`src/rtl/dma_fb_pkg.sv`:
```
package dma_fb_pkg;

  typedef enum logic [1:0] {
    XK_DEMAND  = 2'd0,
    XK_SINGLE  = 2'd1,
    XK_BLOCK   = 2'd2,
    XK_CASCADE = 2'd3
  } xkind_e;

  typedef enum logic [1:0] {
    DIR_VERIFY = 2'd0,
    DIR_IO2MEM = 2'd1,
    DIR_MEM2IO = 2'd2,
    DIR_RSVD   = 2'd3
  } xdir_e;

  // byte as written by software; chan picks the target channel
  typedef struct packed {
    xkind_e     kind;
    logic       addr_down;
    logic       auto_init;
    xdir_e      dir;
    logic [1:0] chan;
  } mode_wr_t;

  // what a channel keeps
  typedef struct packed {
    xkind_e kind;
    logic   addr_down;
    logic   auto_init;
    xdir_e  dir;
  } chan_mode_t;

  typedef enum logic [2:0] {
    CFG_ADDR     = 3'd0,
    CFG_COUNT    = 3'd1,
    CFG_MODE     = 3'd2,
    CFG_MASK_ALL = 3'd3,
    CFG_MASK_ONE = 3'd4
  } cfg_reg_e;

  typedef enum logic [1:0] {
    SQ_IDLE = 2'd0,
    SQ_HOLD = 2'd1,
    SQ_XFER = 2'd2,
    SQ_DROP = 2'd3
  } seq_state_e;

endpackage

```
`src/rtl/dma_fb_chan.sv`:
```
module dma_fb_chan
  import dma_fb_pkg::*;
#(
  parameter int AW = 16,
  parameter int CW = 16
) (
  input  logic             clk,
  input  logic             rst_n,
  input  logic             wr_addr,
  input  logic             wr_count,
  input  logic             wr_mode,
  input  logic [AW-1:0]    wdata,
  input  chan_mode_t       mode_in,
  input  logic             step,
  output logic [AW-1:0]    cur_addr,
  output logic [CW-1:0]    cur_cnt,
  output chan_mode_t       mode_q,
  output logic             tc_flag,
  output logic             last
);

  logic [AW-1:0] base_addr;
  logic [CW-1:0] base_cnt;
  logic [AW-1:0] next_addr;

  assign last      = (cur_cnt == CW'(1));
  assign next_addr = mode_q.addr_down ? cur_addr - AW'(1) : cur_addr + AW'(1);

  always_ff @(posedge clk) begin
    if (!rst_n) begin
      base_addr <= '0;
      base_cnt  <= '0;
      cur_addr  <= '0;
      cur_cnt   <= '0;
      mode_q    <= '0;
      tc_flag   <= 1'b0;
    end else begin
      if (wr_mode) mode_q <= mode_in;
      if (step) begin
        if (last) begin
          tc_flag <= 1'b1;
          if (mode_q.auto_init) begin
            cur_addr <= base_addr;
            cur_cnt  <= base_cnt;
          end else begin
            cur_addr <= next_addr;
            cur_cnt  <= '0;
          end
        end else begin
          cur_addr <= next_addr;
          cur_cnt  <= cur_cnt - CW'(1);
        end
      end else begin
        if (wr_addr) begin
          base_addr <= wdata;
          cur_addr  <= wdata;
        end
        if (wr_count) begin
          base_cnt <= CW'(wdata);
          cur_cnt  <= CW'(wdata);
          tc_flag  <= 1'b0;
        end
      end
    end
  end

  AST_COUNT_STEP: assert property (@(posedge clk) disable iff (!rst_n)
    (step && !last) |=> (cur_cnt == CW'($past(cur_cnt) - CW'(1))));
  AST_TC_SETS: assert property (@(posedge clk) disable iff (!rst_n)
    (step && last) |=> tc_flag);
  AST_AUTO_RELOAD: assert property (@(posedge clk) disable iff (!rst_n)
    (step && last && mode_q.auto_init) |=> (cur_cnt == base_cnt && cur_addr == base_addr));
  AST_NO_RELOAD_STOP: assert property (@(posedge clk) disable iff (!rst_n)
    (step && last && !mode_q.auto_init) |=> (cur_cnt == '0));

endmodule

```
`src/rtl/dma_fb_arb.sv`:
```
module dma_fb_arb #(
  parameter int NCH = 4,
  localparam int CHW = $clog2(NCH)
) (
  input  logic [NCH-1:0] elig,
  output logic           any,
  output logic [CHW-1:0] idx
);

  always_comb begin
    idx = '0;
    for (int i = NCH - 1; i >= 0; i--) begin
      if (elig[i]) idx = CHW'(i);
    end
  end

  assign any = |elig;

endmodule

```
`src/rtl/dma_fb_seq.sv`:
```
module dma_fb_seq
  import dma_fb_pkg::*;
#(
  parameter int NCH = 4,
  localparam int CHW = $clog2(NCH)
) (
  input  logic           clk,
  input  logic           rst_n,
  input  logic           hold_ack,
  input  logic           any_elig,
  input  logic [CHW-1:0] win_idx,
  input  logic           req_sel,
  input  xkind_e         kind_sel,
  input  logic           last_sel,
  output seq_state_e     state_q,
  output logic [CHW-1:0] ch_q,
  output logic           hold_req,
  output logic           step
);

  logic run_ends;

  assign hold_req = (state_q == SQ_HOLD) || (state_q == SQ_XFER);
  assign step     = (state_q == SQ_XFER);
  assign run_ends = last_sel || (kind_sel == XK_SINGLE) ||
                    ((kind_sel == XK_DEMAND) && !req_sel);

  always_ff @(posedge clk) begin
    if (!rst_n) begin
      state_q <= SQ_IDLE;
      ch_q    <= '0;
    end else begin
      case (state_q)
        SQ_IDLE: if (any_elig) begin
          state_q <= SQ_HOLD;
          ch_q    <= win_idx;
        end
        SQ_HOLD: if (hold_ack) state_q <= SQ_XFER;
        SQ_XFER: if (run_ends) state_q <= SQ_DROP;
        SQ_DROP: if (!hold_ack) state_q <= SQ_IDLE;
        default: state_q <= SQ_IDLE;
      endcase
    end
  end

  AST_GRANT_BEFORE_XFER: assert property (@(posedge clk) disable iff (!rst_n)
    (state_q == SQ_HOLD && !hold_ack) |=> (state_q != SQ_XFER));
  AST_NO_REHOLD: assert property (@(posedge clk) disable iff (!rst_n)
    (state_q == SQ_DROP && hold_ack) |=> !hold_req);
  AST_BLOCK_RUNS_ON: assert property (@(posedge clk) disable iff (!rst_n)
    (state_q == SQ_XFER && kind_sel == XK_BLOCK && !last_sel) |=> (state_q == SQ_XFER));
  AST_SINGLE_ONE_ITEM: assert property (@(posedge clk) disable iff (!rst_n)
    (state_q == SQ_XFER && kind_sel == XK_SINGLE) |=> !hold_req);

endmodule

```
`src/rtl/dma_flyby_ctrl.sv`:
```
module dma_flyby_ctrl
  import dma_fb_pkg::*;
#(
  parameter int NCH = 4,
  parameter int AW  = 16,
  parameter int CW  = 16
) (
  input  logic                     clk,
  input  logic                     rst_n,
  input  logic                     cfg_wr,
  input  logic [2:0]               cfg_reg,
  input  logic [$clog2(NCH)-1:0]   cfg_chan,
  input  logic [AW-1:0]            cfg_wdata,
  input  logic [NCH-1:0]           dev_req,
  output logic [NCH-1:0]           dev_ack,
  output logic                     hold_req,
  input  logic                     hold_ack,
  output logic [AW-1:0]            mem_addr,
  output logic                     mem_rd,
  output logic                     mem_wr,
  output logic                     io_rd,
  output logic                     io_wr,
  output logic [NCH-1:0]           tc_stat,
  output logic [NCH-1:0]           req_stat
);

  localparam int CHW = $clog2(NCH);

  mode_wr_t   wr_mode_w;
  chan_mode_t wr_mode_keep;
  logic [NCH-1:0] mask_q;
  logic [NCH-1:0] elig;
  logic [NCH-1:0] ch_last;
  logic [AW-1:0]  ch_addr [NCH];
  logic [CW-1:0]  ch_cnt  [NCH];
  chan_mode_t     ch_mode [NCH];

  seq_state_e     state;
  logic [CHW-1:0] sel;
  logic           step;
  logic           any_elig;
  logic [CHW-1:0] win_idx;
  logic           xfer;
  xdir_e          dir_sel;

  assign wr_mode_w    = mode_wr_t'(cfg_wdata[7:0]);
  assign wr_mode_keep = '{kind: wr_mode_w.kind, addr_down: wr_mode_w.addr_down,
                          auto_init: wr_mode_w.auto_init, dir: wr_mode_w.dir};

  // mask register: all channels start masked
  always_ff @(posedge clk) begin
    if (!rst_n) begin
      mask_q <= '1;
    end else if (cfg_wr) begin
      if (cfg_reg == CFG_MASK_ALL) mask_q <= cfg_wdata[NCH-1:0];
      else if (cfg_reg == CFG_MASK_ONE) mask_q[cfg_wdata[CHW-1:0]] <= cfg_wdata[CHW];
    end
  end

  for (genvar i = 0; i < NCH; i++) begin : g_ch
    logic wr_a, wr_c, wr_m, stp;
    assign wr_a = cfg_wr && (cfg_reg == CFG_ADDR)  && (cfg_chan == CHW'(i));
    assign wr_c = cfg_wr && (cfg_reg == CFG_COUNT) && (cfg_chan == CHW'(i));
    assign wr_m = cfg_wr && (cfg_reg == CFG_MODE)  && (wr_mode_w.chan == 2'(i));
    assign stp  = step && (sel == CHW'(i));

    dma_fb_chan #(.AW(AW), .CW(CW)) i_chan (
      .clk      (clk),
      .rst_n    (rst_n),
      .wr_addr  (wr_a),
      .wr_count (wr_c),
      .wr_mode  (wr_m),
      .wdata    (cfg_wdata),
      .mode_in  (wr_mode_keep),
      .step     (stp),
      .cur_addr (ch_addr[i]),
      .cur_cnt  (ch_cnt[i]),
      .mode_q   (ch_mode[i]),
      .tc_flag  (tc_stat[i]),
      .last     (ch_last[i])
    );

    assign elig[i] = dev_req[i] && !mask_q[i] && (ch_cnt[i] != '0) &&
                     (ch_mode[i].kind != XK_CASCADE);
  end

  dma_fb_arb #(.NCH(NCH)) i_arb (
    .elig (elig),
    .any  (any_elig),
    .idx  (win_idx)
  );

  dma_fb_seq #(.NCH(NCH)) i_seq (
    .clk      (clk),
    .rst_n    (rst_n),
    .hold_ack (hold_ack),
    .any_elig (any_elig),
    .win_idx  (win_idx),
    .req_sel  (dev_req[sel]),
    .kind_sel (ch_mode[sel].kind),
    .last_sel (ch_last[sel]),
    .state_q  (state),
    .ch_q     (sel),
    .hold_req (hold_req),
    .step     (step)
  );

  assign xfer     = (state == SQ_XFER);
  assign dir_sel  = ch_mode[sel].dir;
  assign dev_ack  = xfer ? (NCH'(1) << sel) : '0;
  assign mem_addr = xfer ? ch_addr[sel] : '0;
  assign mem_rd   = xfer && (dir_sel == DIR_MEM2IO);
  assign io_wr    = xfer && (dir_sel == DIR_MEM2IO);
  assign io_rd    = xfer && (dir_sel == DIR_IO2MEM);
  assign mem_wr   = xfer && (dir_sel == DIR_IO2MEM);
  assign req_stat = dev_req & ~mask_q;

  AST_ACK_ONEHOT: assert property (@(posedge clk) disable iff (!rst_n)
    $onehot0(dev_ack));
  AST_ACK_UNDER_GRANT: assert property (@(posedge clk) disable iff (!rst_n)
    (|dev_ack) |-> hold_ack);
  AST_STROBE_NEEDS_ACK: assert property (@(posedge clk) disable iff (!rst_n)
    (mem_rd || mem_wr || io_rd || io_wr) |-> (|dev_ack));
  AST_STROBE_EXCL: assert property (@(posedge clk) disable iff (!rst_n)
    !(mem_rd && io_rd) && !(mem_wr && io_wr) && !(mem_rd && mem_wr));
  AST_MASKED_NOT_STARTED: assert property (@(posedge clk) disable iff (!rst_n)
    (state == SQ_IDLE && any_elig) |-> !mask_q[win_idx]);
  AST_ADDR_STEPS: assert property (@(posedge clk) disable iff (!rst_n)
    (xfer && $past(xfer) && sel == $past(sel) && !$past(ch_last[sel]))
      |-> (mem_addr == ($past(ch_mode[sel].addr_down) ? $past(mem_addr) - AW'(1)
                                                     : $past(mem_addr) + AW'(1))));

endmodule

```
`config.mk`:
```
export PLATFORM = sky130hd
export DESIGN_NAME = dma_flyby_ctrl
export DESIGN_NICKNAME = d
export VERILOG_FILES = /design/src/rtl/dma_fb_pkg.sv /design/src/rtl/dma_fb_chan.sv /design/src/rtl/dma_fb_arb.sv /design/src/rtl/dma_fb_seq.sv /design/src/rtl/dma_flyby_ctrl.sv
export SDC_FILE = /design/constraint.sdc
export NUM_CORES = 1
export LEC_CHECK = 0
export CORE_MARGIN = 1
export CORE_UTILIZATION = 45
export CTS_CLUSTER_SIZE = 24
export DETAILED_ROUTE_END_ITERATION = 12
export PLACE_DENSITY = 0.66
export SYNTH_ARGS = -nofsm -noshare
export SYNTH_HDL_FRONTEND = slang
export SYNTH_SLANG_ARGS = --single-unit
export TNS_END_PERCENT = 50
```
`constraint.sdc`:
```
create_clock -name clk -period 2.7 [get_ports clk]
set_clock_uncertainty 0.1 [all_clocks]
set_input_delay 0.27 -clock clk [delete_from_list [all_inputs] [get_ports clk]]
set_output_delay 0.27 -clock clk [all_outputs]
set_load 0.02 [all_outputs]
```
# [Word level (Yosys, flattened, before mapping)]
# Index checks and enable logic that the tools add are counted.
[classes] add_sub_neg=12 order_cmp=4 n_eq_ne=35 shift=1 muxes=74 n_bitwise=7 reduce_logical=78
[ops] cell="$mux W16" count=39
[ops] cell="$sub A16 B1 Y16 const B" count=8
[ops] cell="$add A16 B1 Y16 const B" count=4
[ops] cell="$eq A16 B1 Y1 const B" count=4
[ops] cell="$reduce_bool A16 Y1" count=4
[ops] cell="$logic_and A1 B1 Y1" count=35
[ops] cell="$bmux W16 S2" count=1
[ops] cell="$reduce_and A2 Y1" count=14
[ops] cell="$ne A2 B2 Y1 const B" count=11
[ops] cell="$eq A2 B2 Y1 const B" count=9
[ops] cell="$reduce_bool A2 Y1" count=9
[ops] cell="$mux W2" count=8
[ops] cell="$mux W1" count=15
[ops] cell="$bmux W6 S2" count=1
[ops] cell="$eq A2 B1 Y1 const B" count=6
[ops] cell="$mux W4" count=3
[ops] cell="$mux W6" count=2
[ops] cell="$logic_not A2 Y1" count=5
[ops] cell="$pmux W2 S4" count=1
[ops] cell="$eq A3 B2 Y1 const B" count=2
[ops] cell="$lt A2 B3 Y1 const B" count=2
[ops] cell="$logic_not A1 Y1" count=5
[ops] cell="$and A4 B4 Y4" count=1
[ops] cell="$bmux W1 S2" count=2
[ops] cell="other kinds (15)" count=20
[totals] ff_bits=292 inputBits=29 out_inout_bits=33 wordCells=250

# [Logic depth before layout (Yosys ltp)]
# Gate-level depths: netlist of run 1.
[logic_depth] word_depth=9 depth_mapped=10 ltp_nobuf=9

# [Hierarchy]
# From an unflattened synthesis of run 1, not the netlist that was laid out.
[unflattened] hier_cells=2250 area_unflattened_um2=18256.3
[by_module_without_submodules] module="dma_fb_chan at g_ch[2].i_chan ..." n_inst=2 cells_each=522 area_each_um2=4202.8 seq_area_each_um2=1421.4
[by_module_without_submodules] module="dma_fb_chan at g_ch[0].i_chan ..." n_inst=2 cells_each=513 area_each_um2=4119.0 seq_area_each_um2=1421.4
[by_module_without_submodules] module="dma_flyby_ctrl" n_inst=1 cells_each=142 area_each_um2=1301.2 seq_area_each_um2=80.1
[by_module_without_submodules] module="dma_fb_seq" n_inst=1 cells_each=31 area_each_um2=276.5 seq_area_each_um2=80.1
[by_module_without_submodules] module="dma_fb_arb" n_inst=1 cells_each=7 area_each_um2=35.0 seq_area_each_um2=0.0

# [Worst setup path before layout of run 1]
# No wires, ideal clock.
[synth_timing] path_type="reg-to-reg" start="reg g_ch[2].i_chan.mode_q[3] (netlist bit)" end="reg g_ch[2].i_chan.cur_addr[15]" setup_ps=137 arrival_ps=2405 required_ps=2463 path_slack_ps=58 path_stages_with_launch=9 n_path_buf=0 period_less_slack_ps=2642 cell_sequence="dfxtp_1 ha_1 a2111oi_0 o21ai_0 a41oi_1 o21ai_0 mux2i_1 a311oi_1 a211oi_1"
[synth_via] elab_chain_cells=4
[synth_rtl] element="start: declaration" line="dma_fb_chan.sv:17" text="output chan_mode_t mode_q,"
[synth_rtl] element="start signal: assignment" line="dma_fb_chan.sv:38" text="if (wr_mode) mode_q <= mode_in;"
[synth_rtl] element="$mux W16 (*)" line="dma_fb_chan.sv:27" text="assign next_addr = mode_q.addr_down ? cur_addr - AW'(1) : cur_addr + AW'(1);"
[synth_rtl] element="$mux W16" line="dma_fb_chan.sv:42" text="if (mode_q.auto_init) begin"
[synth_rtl] element="$mux W16 (*)" line="dma_fb_chan.sv:40" text="if (last) begin"
[synth_rtl] element="$mux W16 (*)" line="dma_fb_chan.sv:39" text="if (step) begin"
[synth_rtl] element="end signal: assignment" line="dma_fb_chan.sv:43" text="cur_addr <= base_addr;"
[synth_rtl] element="end signal: assignment" line="dma_fb_chan.sv:46" text="cur_addr <= next_addr;"
[synth_rtl] element="end signal: assignment" line="dma_fb_chan.sv:50" text="cur_addr <= next_addr;"
[synth_rtl] element="end: declaration" line="dma_fb_chan.sv:15" text="output logic [AW-1:0] cur_addr,"
# Every way passes the cells marked *; elsewhere a longest branch is shown, timed or not.
# A chain may end at the register's enable or synchronous reset.

# [Final worst setup path of run 1]
[layout_timing] start="reg i_seq.ch_q[0]" end="out mem_addr[12]"
[layout_via] elab_chain_cells=5
[layout_rtl] element="start: declaration" line="dma_fb_seq.sv:16" text="output logic [CHW-1:0] ch_q,"
[layout_rtl] element="start signal: assignment" line="dma_fb_seq.sv:36" text="ch_q <= win_idx;"
[layout_rtl] element="$not A2 Y3 (implied by the code)" line="dma_flyby_ctrl.sv:111" text="assign mem_addr = xfer ? ch_addr[sel] : '0;"
[layout_rtl] element="$bmux W16 S2" line="dma_flyby_ctrl.sv:111"
[layout_rtl] element="$mux W16 (implied by the code) (2 in a row)" line="dma_flyby_ctrl.sv:111"
[layout_rtl] element="$mux W16" line="dma_flyby_ctrl.sv:111"
[layout_rtl] element="end: declaration" line="dma_flyby_ctrl.sv:18" text="output logic [AW-1:0] mem_addr,"
# No other way between the ends. The select of a mux whose other input is x is not followed.

==> impl_metrics.env, run 1 <==
export IMPL_rrSetupSlack_ns=0.1
export IMPL_globalRouteOverflowTotal=0
export IMPL_synth_cell_types=71
export IMPL_cts_buffers=35
export IMPL_die_area_mm2=0.0398
export IMPL_slew_viol_final=0
export IMPL_fin_cells=2781
export IMPL_r2r_cells=8
export IMPL_num_vias=17000
export IMPL_cts_tree="built"
export IMPL_regToRegStartpoint="g_ch[0].i_chan.cur_cnt[5]$_SDFFE_PN0P_"
export IMPL_vdd_ir_drop_worst_mv=0.337
export IMPL_die_w_um=200
export IMPL_synthCells=2174
export IMPL_area_growth_syn_to_layout_pct=17.6
export IMPL_critPathArrivalTime_ns=2.23
export IMPL_synth_avg_cell_area_um2=8.08
export IMPL_hold_ws_ns=0.354
export IMPL_fmax_mhz=385
export IMPL_initial_core_util_pct=46.2
export IMPL_final_nets=2348
export IMPL_r2r_end="g_ch[0].i_chan.cur_addr[8]$_SDFFE_PN0P_"
export IMPL_period_needed_ns=2.60
export IMPL_place_area_mm2=0.0194
export IMPL_clkTransAtPathRegs_ns=0.06
export IMPL_p_comb_share_pct=15.4
export IMPL_place_inst=2719
export IMPL_internal_power_mw=8.17
export IMPL_finalWorstSetupSlack_ns=0.0997
export IMPL_worst_pin_slew_ns=1.04
export IMPL_finalSetupViolCount=0
export IMPL_synth_flop_cell="dfxtp_1"
export IMPL_cp_data_required_time_ns=2.33
export IMPL_hpwl_mm=40.5
export IMPL_endpoint_kind="primary output"
export IMPL_rows=71
export IMPL_syn_area_mm2=0.0176
export IMPL_diodes=0
export IMPL_cts_buffer_depth=3
export IMPL_yosysWarnings=0
export IMPL_first_pass_iters=5
export IMPL_cp_slowest_stage_delay_ns=0.55
export IMPL_synth_edff_count=0
export IMPL_fin_area_mm2=0.0207
export IMPL_start_kind="flip-flop"
export IMPL_final_common_cell="nand2_1"
export IMPL_power_total_mw=11.3
export IMPL_antenna_found_initial=0
export IMPL_drt_iter0_drc=1412
export IMPL_root_buffer="clkbuf_16"
export IMPL_clock_sinks=292
export IMPL_via_per_inst=6.12
export IMPL_power_share_sequential_pct=40.1
export IMPL_routed_wl_mm=58.7
export IMPL_slew_headroom_pct=30.2
export IMPL_tns_ns=0
export IMPL_cp_slowest_cell="dfxtp_1"
export IMPL_crit_chain="buf_4 > mux4_2 > and2_1 > dlygate4sd2_1"
export IMPL_die_h_um=200
export IMPL_nFillCells=3612
export IMPL_grt_pass1_wl_mm=91.5
export IMPL_drc=0
export IMPL_finalHoldViolCount=0
export IMPL_clock_latency_ns=0.54
export IMPL_h_tree_depth=2
export IMPL_switching_share_pct=27.7
export IMPL_ant_nets=0
export IMPL_port_buffers=61
export IMPL_min_to="g_ch[1].i_chan.base_cnt[6]$_SDFFE_PN0P_"
export IMPL_first_global_vias=16000
export IMPL_grt_max_degree=79
export IMPL_switchingPower_mw=3.13
export IMPL_drv_cap=0
export IMPL_rsz0062_at_grt="false"
export IMPL_grtUsageTotal_pct=29.6
export IMPL_io_pins=62
export IMPL_final_core_util_pct=54.3
export IMPL_hold_path_class="reg2reg"
export IMPL_status="finished clean"
export IMPL_crit_fanout=10
export IMPL_routedWlPerCell_um=21.1
export IMPL_hold_depth=2
export IMPL_worstHoldStart="g_ch[1].i_chan.base_cnt[6]$_SDFFE_PN0P_"
export IMPL_critPathKind="reg2out"
export IMPL_synthArstFlopShare_pct=0
export IMPL_post_place_ws_ns=-0.0469
export IMPL_clkPwrFrac_pct=44.5
export IMPL_ys_ff_latch=292
export IMPL_ys_seq_area_share_pct=33.3
export IMPL_drive_gt1_share_pct=13.0
export IMPL_final_cell_mix="367 x nand2_1, 286 x dfxtp_1, 209 x a21oi_1"
export IMPL_coreArea_mm2=0.0380
export IMPL_gp_congestion=0.928
export IMPL_p_leak_nw=8.44
export IMPL_syn_nets=2276
export IMPL_fin_crit_sh_pct=96.3
export IMPL_p_per_area_mw_per_mm2=547
==> flip-flops by register name, summed over array words and instances (netlist names) <==
signal,flops
g_ch.i_chan.base_addr,64
g_ch.i_chan.base_cnt,64
g_ch.i_chan.cur_addr,64
g_ch.i_chan.cur_cnt,64
g_ch.i_chan.mode_q,24
g_ch.i_chan.tc_flag,4
mask_q,4
i_seq.ch_q,2
i_seq.state_q,2
==> layout make-up <==
class / count / area, µm² / area share [%]
multi-input cells: 1678 / 11000 / 53.1
flip-flops and latches: 292 / 5850 / 28.3
repair buffers: 212 / 1890 / 9.15
clock buffers: 46 / 990 / 4.79
well taps: 511 / 639 / 3.09
clock inverters: 15 / 216 / 1.05
inverters: 27 / 110 / 0.533
==> worst max-delay path by stage <==
stage / start / endpoint / slack [ns] / cells past startpoint
2_1_floorplan: g_ch[2].i_chan.mode_q[3]$_SDFFE_PN0P_ / g_ch[2].i_chan.cur_addr[15]$_SDFFE_PN0P_ / 0.06 / 8
3_3_place_gp: g_ch[1].i_chan.mode_q[3]$_SDFFE_PN0P_ / g_ch[1].i_chan.cur_addr[15]$_SDFFE_PN0P_ / 0.11 / 8
3_5_place_dp: g_ch[3].i_chan.cur_cnt[0]$_SDFFE_PN0P_ / g_ch[3].i_chan.cur_addr[15]$_SDFFE_PN0P_ / -0.05 / 7
4_1_cts: i_seq.state_q[0]$_SDFFE_PN0P_ / dev_ack[1] / 0.02 / 7
5_1_grt: g_ch[3].i_chan.cur_cnt[0]$_SDFFE_PN0P_ / i_seq.state_q[1]$_SDFFE_PN0P_ / 0.0006 / 7
6_report: i_seq.ch_q[0]$_SDFFE_PN0P_ / mem_addr[12] / 0.1 / 4
==> what timing repair did <==
action | in CTS | in global routing
pin swaps | 0 | 4
setup endpoints to repair | 27 | 26
resized for setup | 28 | 28
hold endpoints to repair | 0 | 0
buffers inserted | 0 | 1
cloned | 0 | 0
hold buffers | 0 | 0
==> cell families (layout without fill, tap and decap cells) <==
group	Yosys count	after routing	synth area share (%)
AND/OR/NAND/NOR	771	771	19.8
AO/OA/AOI/OAI	583	583	21.6
flip-flops	292	292	33.3
buffers and inverters	204	300	4.73
multiplexers	174	174	11.4
XOR/XNOR	77	77	3.84
adder cells (fa/ha/maj)	73	73	5.37
==> critical path, delay by kind of cell (launching register included) <==
family,cells,cell delay [ns]
flops,1,0.55
simple gates,1,0.20
mux,1,0.32
buf+inv,2,0.62
==> synthesized netlist by cell type (17+ instances only) <==
master,count,area share (%)
xnor2_1,46,2.3
or3_1,17,0.61
mux2_2,22,1.4
nand3_1,47,1.3
a21oi_1,209,6.0
nor2_1,167,3.6
nor2b_1,20,0.71
mux2i_1,134,7.6
and2_1,27,0.96
xor2_1,31,1.5
a31oi_1,17,0.61
dfxtp_1,292,33
a311oi_1,66,3.3
nand2_1,369,7.9
o21ai_0,73,2.1
a211oi_1,120,5.1
clkbuf_1,142,3.0
ha_1,69,4.9
nor3_1,45,1.3
inv_1,25,0.53
mux4_2,18,2.3
==> power by group through the flow <==
stage / Clock (mW) / Sequential [mW] / Combinational, mW
after floorplan: 0 / 4.57 / 1.16
after global placement: 0 / 4.61 / 1.67
after detailed placement: 0 / 4.62 / 1.70
after CTS: 5.08 / 4.52 / 1.71
after global routing: 5.24 / 4.54 / 1.90
final: 5.03 / 4.53 / 1.75
==> layer usage <==
metal  global-route usage (%)  routed length [µm]
met4                     10.9                2030
met1                     40.0               25900
met3                     4.47                4280
met2                     47.5               26500
met5                        0                   0
Note: power is estimated with default switching activity, not from simulation.
==> run 2: changes to the inputs <==
Settings changed: SKIP_LAST_GASP set to 1.
==> run 2 against run 1 <==
  * Combinational power about the same
  * Clock power about the same
  * Register-to-register slack worse by 0.06 ns
  * Critical path type unchanged
  * First-iteration DRC count up 1.1%
  * The run now ends with negative setup slack left
  * Cell area about the same
==> impl_metrics.env, run 2 (synthesis gave the netlist of run 1 again) <==
export IMPL_finalHoldViolCount=0
export IMPL_clock_latency_ns=0.54
export IMPL_first_pass_iters=6
export IMPL_drv_cap=0
export IMPL_p_per_area_mw_per_mm2=547
export IMPL_die_area_mm2=0.0398
export IMPL_ant_nets=0
export IMPL_vdd_ir_drop_worst_mv=0.338
export IMPL_first_global_vias=16000
export IMPL_num_vias=17000
export IMPL_nFillCells=3609
export IMPL_p_leak_nw=8.56
export IMPL_critPathKind="reg2out"
export IMPL_routed_wl_mm=58.7
export IMPL_worst_pin_slew_ns=0.983
export IMPL_cp_slowest_cell="clkdlybuf4s50_1"
export IMPL_path_buf_inv=1
export IMPL_start_kind="flip-flop"
export IMPL_path_delay_family="buffers and inverters"
export IMPL_period_needed_ns=2.77
export IMPL_via_per_inst=6.10
export IMPL_h_tree_depth=2
export IMPL_antenna_found_initial=0
export IMPL_fmax_mhz=361
export IMPL_area_growth_syn_to_layout_pct=17.7
export IMPL_status="finished, violations left"
export IMPL_die_w_um=200
export IMPL_rsz0062_at_grt="true"
export IMPL_hold_ws_ns=0.354
export IMPL_post_place_ws_ns=-0.0469
export IMPL_postCtsHoldBufs=0
export IMPL_drc=0
export IMPL_root_buffer="clkbuf_16"
export IMPL_cts_buffer_depth=3
export IMPL_grt_pass1_wl_mm=91.5
export IMPL_drt_iter0_drc=1428
export IMPL_tns_ns=-0.135
export IMPL_routedWlPerCell_um=21.1
export IMPL_grtUsageTotal_pct=29.6
export IMPL_hpwl_mm=40.5
export IMPL_rows=71
export IMPL_failed_checks="negative setup slack"
export IMPL_grt_max_degree=79
export IMPL_crit_chain="mux4_2 > nor2_1 > clkdlybuf4s50_1"
export IMPL_critPathArrivalTime_ns=2.40
export IMPL_die_h_um=200
export IMPL_gp_congestion=0.928
export IMPL_final_cell_mix="368 x nand2_1, 287 x dfxtp_1, 209 x a21oi_1"
export IMPL_clkTransAtPathRegs_ns=0.06
export IMPL_port_buffers=61
export IMPL_crit_fanout=4
export IMPL_finalSetupViolCount=2
export IMPL_coreArea_mm2=0.0380
export IMPL_globalRouteOverflowTotal=0
export IMPL_drive_gt1_share_pct=12.6
export IMPL_cts_buffers=35
export IMPL_initial_core_util_pct=46.2
export IMPL_io_pins=62
export IMPL_final_common_cell="nand2_1"
export IMPL_cp_data_required_time_ns=2.33
export IMPL_clock_sinks=292
export IMPL_fin_crit_sh_pct=103
export IMPL_final_nets=2349
export IMPL_slew_viol_final=0
export IMPL_fin_cells=2782
export IMPL_cp_slowest_stage_delay_ns=0.67
export IMPL_place_inst=2719
export IMPL_hold_path_class="reg2reg"
export IMPL_finalWorstSetupSlack_ns=-0.0685
export IMPL_endpoint_kind="primary output"
export IMPL_diodes=0
export IMPL_slew_headroom_pct=34.2
export IMPL_cts_tree="built"
[run 2: worst paths after layout]
path / cells after the start / startpoint / to / slack, ns
max: 3 / i_seq.ch_q[1]$_SDFFE_PN0P_ / mem_rd / -0.07
min: 2 / g_ch[1].i_chan.base_cnt[6]$_SDFFE_PN0P_ / g_ch[1].i_chan.base_cnt[6]$_SDFFE_PN0P_ / 0.35
min reg2reg: 2 / g_ch[1].i_chan.base_cnt[6]$_SDFFE_PN0P_ / g_ch[1].i_chan.base_cnt[6]$_SDFFE_PN0P_ / 0.35
max reg2reg: 9 / g_ch[1].i_chan.cur_cnt[1]$_SDFFE_PN0P_ / g_ch[1].i_chan.cur_addr[8]$_SDFFE_PN0P_ / 0.04
[run 2: metal layers]
metal | wire [µm] | track usage, % | up-vias
met1 | 25800 | 40.0 | 8225
met3 | 4330 | 4.47 | 122
met5 | 0 | 0 | -
met4 | 2080 | 10.9 | 0
li1 | - | - | 8019
met2 | 26500 | 47.5 | 609
[run 2: final cells by class]
| type | instances | area [µm²] | area share [%] |
|---|---|---|---|
| clock buffers | 46 | 990 | 4.79 |
| clock inverters | 15 | 216 | 1.05 |
| inverters | 27 | 113 | 0.545 |
| multi-input cells | 1678 | 10900 | 52.8 |
| flip-flops and latches | 292 | 5850 | 28.3 |
| well taps | 511 | 639 | 3.09 |
| repair buffers | 213 | 1940 | 9.39 |
[run 2: metrics by stage]
stage          total power [mW]  cell area, µm²  util (%)
5_1_grt                    11.7           20700      54.4
4_1_cts                    11.3           20600      54.2
2_1_floorplan              5.73           17600         -
3_3_place_gp               6.28           19400      51.1
3_5_place_dp               6.32           19400      51.1
6_report                   11.3           20700      54.4
[run 2: worst register-to-register path, delay by kind of cell (launching register included)]
| family | cells | cell delay, ns |
|---|---|---|
| buffers and inverters | 2 | 0.30 |
| AND/OR/NAND/NOR | 4 | 1.31 |
| AO/OA/AOI/OAI | 2 | 0.36 |
| adder cells (fa/ha/maj) | 1 | 0.14 |
| flip-flops | 1 | 0.32 |
[run 2: what timing repair did]
item	CTS	global route
resized for setup	15	23
hold endpoints to repair	0	0
pin swaps	0	1
endpoints found under the setup margin	27	42
setup buffers	0	2
[run 2: power by group]
group	switching (mW)	total (mW)	leakage (nW)	internal, mW
sequential	0.123	4.53	2.36	4.41
combinational	1.04	1.75	5.63	0.703
clock	1.97	5.03	0.576	3.07
total	3.14	11.3	8.56	8.18
